===== config.mk =====
export PLATFORM = sky130hd
export DESIGN_NAME = pwm_fixed_gen
export DESIGN_NICKNAME = d
export VERILOG_FILES = /design/src/rtl/pwm_pkg.sv /design/src/rtl/pwm_period_ctr.sv /design/src/rtl/pwm_duty_latch.sv /design/src/rtl/pwm_compare_out.sv /design/src/rtl/pwm_fixed_gen.sv
export SDC_FILE = /design/constraint.sdc
export NUM_CORES = 1
export LEC_CHECK = 0
export BUFFER_PORTS_ARGS = -buffer_cell sky130_fd_sc_hd__buf_2
export CORE_UTILIZATION = 54
export CTS_CLUSTER_SIZE = 30
export DETAILED_ROUTE_END_ITERATION = 12
export HOLD_SLACK_MARGIN = 0.02
export PLACE_DENSITY = 0.73
export SETUP_SLACK_MARGIN = 0.5
export SLEW_MARGIN = 20
export SYNTH_ARGS = -nofsm -noshare
export SYNTH_HDL_FRONTEND = slang
export SYNTH_SLANG_ARGS = --single-unit

===== constraint.sdc =====
create_clock -name clk -period 3 [get_ports clk]
set_input_delay 0.3 -clock clk [delete_from_list [all_inputs] [get_ports clk]]
set_output_delay 0.3 -clock clk [all_outputs]
set_load 0.03 [all_outputs]

===== src/rtl/pwm_pkg.sv =====
package pwm_pkg;
    // Width of the duty code; the period is (2**DUTY_W - 1) clocks.
    localparam int DUTY_W     = 8;
    localparam int PERIOD     = (1 << DUTY_W) - 1;
    localparam int LAST_POS   = PERIOD - 1;

    typedef logic [DUTY_W-1:0] duty_t;

    // Period-counter state: position in period plus a flag that is clear
    // until the first edge out of reset.
    typedef struct packed {
        duty_t pos;
        logic  running;
    } ctr_state_t;

    // Advance the position; wraps from LAST_POS back to zero.
    function automatic duty_t next_pos(input duty_t p, input logic restart);
        if (restart || p == duty_t'(LAST_POS))
            return '0;
        return p + duty_t'(1);
    endfunction

    // Output level for a position against a captured width.
    function automatic logic level_for(input duty_t p, input duty_t w);
        return p < w;
    endfunction
endpackage


===== src/rtl/pwm_period_ctr.sv =====
module pwm_period_ctr
    import pwm_pkg::*;
(
    input  logic  clk,
    input  logic  rst,
    output duty_t pos_q,
    output duty_t pos_next,
    output logic  running_q,
    output logic  period_start
);
    ctr_state_t st_q;
    ctr_state_t st_d;

    always_comb begin
        period_start = !st_q.running || (st_q.pos == duty_t'(LAST_POS));
        st_d.pos     = next_pos(st_q.pos, !st_q.running);
        st_d.running = 1'b1;
    end

    always_ff @(posedge clk) begin
        if (rst) begin
            st_q <= '0;
        end else begin
            st_q <= st_d;
        end
    end

    assign pos_q     = st_q.pos;
    assign pos_next  = st_d.pos;
    assign running_q = st_q.running;

    // position never exceeds the last slot of the period
    p_pos_range_r1: assert property (@(posedge clk) disable iff (rst)
        pos_q <= duty_t'(LAST_POS));

    // after the last slot the next position is zero
    p_wrap_r1: assert property (@(posedge clk) disable iff (rst)
        (running_q && pos_q == duty_t'(LAST_POS)) |=> (pos_q == '0));
endmodule


===== src/rtl/pwm_duty_latch.sv =====
module pwm_duty_latch
    import pwm_pkg::*;
(
    input  logic  clk,
    input  logic  rst,
    input  logic  load,
    input  duty_t width_in,
    output duty_t duty_q,
    output duty_t duty_next
);
    always_comb begin
        duty_next = load ? width_in : duty_q;
    end

    always_ff @(posedge clk) begin
        if (rst) begin
            duty_q <= '0;
        end else begin
            duty_q <= duty_next;
        end
    end
endmodule


===== src/rtl/pwm_compare_out.sv =====
module pwm_compare_out
    import pwm_pkg::*;
(
    input  logic  clk,
    input  logic  rst,
    input  duty_t pos_next,
    input  duty_t duty_next,
    output logic  pwm_q
);
    always_ff @(posedge clk) begin
        if (rst) begin
            pwm_q <= 1'b0;
        end else begin
            pwm_q <= level_for(pos_next, duty_next);
        end
    end
endmodule


===== src/rtl/pwm_fixed_gen.sv =====
module pwm_fixed_gen
    import pwm_pkg::*;
(
    input  logic              clk,
    input  logic              rst,
    input  logic [DUTY_W-1:0] width,
    output logic              pwm_out
);
    duty_t pos_q;
    duty_t pos_next;
    duty_t duty_q;
    duty_t duty_next;
    logic  running_q;
    logic  period_start;

    pwm_period_ctr u_ctr (
        .clk          (clk),
        .rst          (rst),
        .pos_q        (pos_q),
        .pos_next     (pos_next),
        .running_q    (running_q),
        .period_start (period_start)
    );

    pwm_duty_latch u_latch (
        .clk       (clk),
        .rst       (rst),
        .load      (period_start),
        .width_in  (width),
        .duty_q    (duty_q),
        .duty_next (duty_next)
    );

    pwm_compare_out u_cmp (
        .clk       (clk),
        .rst       (rst),
        .pos_next  (pos_next),
        .duty_next (duty_next),
        .pwm_q     (pwm_out)
    );

    // captured width only moves on the edge that enters position 0
    p_duty_hold_r5: assert property (@(posedge clk) disable iff (rst)
        (pos_q != '0) |-> $stable(duty_q));

    // a zero width keeps the pin low
    p_zero_low_r3: assert property (@(posedge clk) disable iff (rst)
        (duty_q == '0) |-> !pwm_out);

    // a full width keeps the pin high once running
    p_full_high_r4: assert property (@(posedge clk) disable iff (rst)
        (running_q && duty_q == duty_t'(PERIOD)) |-> pwm_out);

    // pin agrees with position versus captured width
    p_level_r2: assert property (@(posedge clk) disable iff (rst)
        running_q |-> (pwm_out == (pos_q < duty_q)));
endmodule


==> flow_summary_export.csv <==
group,metric,value,unit
setup_path,cp-start-kind,"flip-flop",
cts,insertion_delay,300,ps
yosys,ys_seq_area_share,40.68,%
run_status,status,"finished clean",
floorplanning,io_pins,11,
drt,dr.first_iter.drc_count,8,
timing,setup_ws,639.5,ps
yosys,synthTopCellsByArea,"dfxtp_1 41%, ha_1 13%, mux2i_1 9.0%",
power_and_ir_drop,p_sw,111.5,uW
run,drv_cap,0,
yosys,ys_seq_elements,18,
drt,vias,682,
timing,timing_hold_violations_final,0,
timing,finalSetupViolations,0,
power_and_ir_drop,combPwrFrac,11.9,%
cts,cts_root_buffer,"clkbuf_4",
power_and_ir_drop,switching_share,24.29,%
place,dpl-instance-area,939.7,um^2
floorplanning,core_area,1524,um^2
power_and_ir_drop,internal_power,347.4,uW
place,pre_cts_slack,545.9,ps
setup_path,path_max_fanout,7,
setup_path,cp.required,3230,ps
power_and_ir_drop,p_leak,0.0004684,uW
cells_and_area,area.growth.synth_to_final,13.70,%
timing,max_slew_margin,77.96,%
power_and_ir_drop,power_density,455.6,nW/um^2
timing,skew,2.136,ps
timing,rsz0062_at_grt,"no",
drt,drtPass1Iterations,2,
yosys,ys_types,24,
global_routing,gr-usage-all-layers,21.36,%
cells_and_area,final_nets,127,
yosys,syn_area_per_cell,9.525,um^2
timing,drv_slew,0,
global_routing,grt_antenna_before_repair,0,
floorplanning,die_h,42.50,um
yosys,syn-cell-area,885.9,um^2
yosys,async_flop_share,0,%
yosys,synth_edf_count,0,
cts,clkSinkCount,18,
yosys,synth.net_count,112,
floorplanning,rows,14,
global_routing,grt_overflow_total,0,
drt,routed_wl,1.683,mm
floorplanning,die_x,42.50,um
cells_and_area,diodes,0,
yosys,netlist_instances,93,
place,dpl.hpwl,1.250,mm
setup_path,rrSetupSlack,640,ps
drt,detail-route-antenna-nets,0,
setup_path,critPathCaptureType,"flip-flop",
power_and_ir_drop,seqPwrFrac,55.4,%
cts,cts.path.max_buffers,2,
yosys,yosysTopAreaCellShare,40.68,%
min_path,hold_class,"in2reg",
drt,via_per_inst,5.545,
timing,finalCritPeriodShare,78.68,%
cells_and_area,design_area,1007,um^2
cts,clk_pin_slew,100,ps
cells_and_area,post-route-util,66.09,%
setup_path,crit_type,"reg2reg",
cells_and_area,final_layout_size_suffix_gt1_share,20.56,%
cells_and_area,final_cell_mix,"18 x dfxtp_1, 16 x nor2_1, 10 x buf_2",
power_and_ir_drop,vdd_drop_max,0.2691,mV
global_routing,grt_pass1_vias,684,
place,gp_congestion,0.7781,
setup_path,cp.arrival,2600,ps
drt,post-route-drc-count,0,
drt,avgRoutedWirePerCell,13.68,um
floorplanning,dieArea,1806,um^2
cts,cts_tree,"yes",
cells_and_area,layout_commonest_cell,"dfxtp_1",
global_routing,grt_max_degree,19,
place,portBuffers,10,
power_and_ir_drop,p_clk_share,32.7,%
timing,max_freq,0.4236,GHz
yosys,synth_top_area_cell,"dfxtp_1",
timing,tightest_slew,330.6,ps
cts,cts_max_level,1,
floorplanning,start_util,58.13,%
global_routing,grt_pass1_wl,2.870,mm
yosys,yosysWarningCount,0,
yosys,synth_ff_type,"dfxtp_1",
timing,timing.setup.tns,0,ps
cts,cts-buffers-inserted,3,
timing,min_period,2361,ps
power_and_ir_drop,total_power,458.9,uW
## layer usage
metal / wire length [um] / part of all wire, % / GRT usage, % / vias to the layer above
li1: - / - / - / 357
met1: 842 / 50 / 28.23 / 308
met2: 758 / 45 / 33.85 / 12
met3: 42 / 2.5 / 2.586 / 5
met4: 39 / 2.3 / 11.25 / 0
met5: 0 / 0 / 0 / -
## critical path, cell delays in order, from the launching register on
cell      delay (ps)
dfxtp_1          380
inv_1             80
ha_1             160
nand3_1          140
o21ai_4          300
mux2i_2          260
ha_1             270
a21o_1           210
a211oi_2         260
nand4b_1         110
o21ai_0          130
## stage by stage
| step | instances | hold slack [ps] |
|---|---|---|
| floorplan | 93 | 446.8 |
| CTS | 120 | 257.6 |
| global placement | 116 | 478.6 |
| finish | 123 | 262.5 |
| detailed placement | 116 | 487.8 |
| global route | 123 | 289.0 |
## what timing repair did
action                     in CTS  in global routing
hold buffers                    0                  0
buffers inserted                0                  3
resized for setup               0                  2
setup endpoints to repair       0                  1
## cell usage after synthesis (all sizes together), types with 2 or more instances
library cell / instances
xor2: 5
buf: 2
ha: 9
a211oi: 2
clkbuf: 2
nor3: 8
nor2: 16
dfxtp: 18
mux2i: 8
inv: 2
and3: 2
nand4: 2
o21ai: 3
nand3: 7
## worst paths after layout
check	start	endpoint	cells past startpoint
hold / removal	width[0]	u_latch.duty_q[0]	3
setup / recovery	u_ctr.pos_q[0]	u_cmp.pwm_q	10
setup reg to reg	u_ctr.pos_q[0]	u_cmp.pwm_q	10
hold reg to reg	u_latch.duty_q[0]	u_latch.duty_q[0]	2
## layout make-up
class                      count  area, um^2
sequential                    18       360.3
multi-input combinational     69       503.0
timing repair buffer          14       80.08
fill                         126       516.7
clock buffer                   4       36.28
inverter                       2       7.507
tap                           16       20.02
## sequential cells by signal (all words and copies together), names as in the netlist
signal	cells
u_ctr.running_q	1
u_latch.duty_q	8
u_ctr.pos_q	8
u_cmp.pwm_q	1
## power by group through the flow
stage               logic, uW  clock network (uW)  registers [uW]
floorplan                33.9                   0             261
global placement         48.5                   0             259
detailed placement       50.3                   0             260
CTS                      50.4                 155             254
global route             61.2                 161             256
finish                   54.5                 150             254
## cells by family (layout without fill, tap and decap cells)
kind of cell | after synthesis | count (layout) | share of synthesized area [%]
and+or+nand+nor | 38 | 38 | 21.19
DFF | 18 | 18 | 40.68
adders and majority gates | 9 | 9 | 12.71
muxes | 8 | 8 | 9.040
AOI/OAI and AO/OA | 8 | 8 | 6.921
buffers and inverters | 6 | 20 | 3.531
xor gates and xnor gates | 6 | 6 | 5.932
Power figures use the tool's default switching activity.
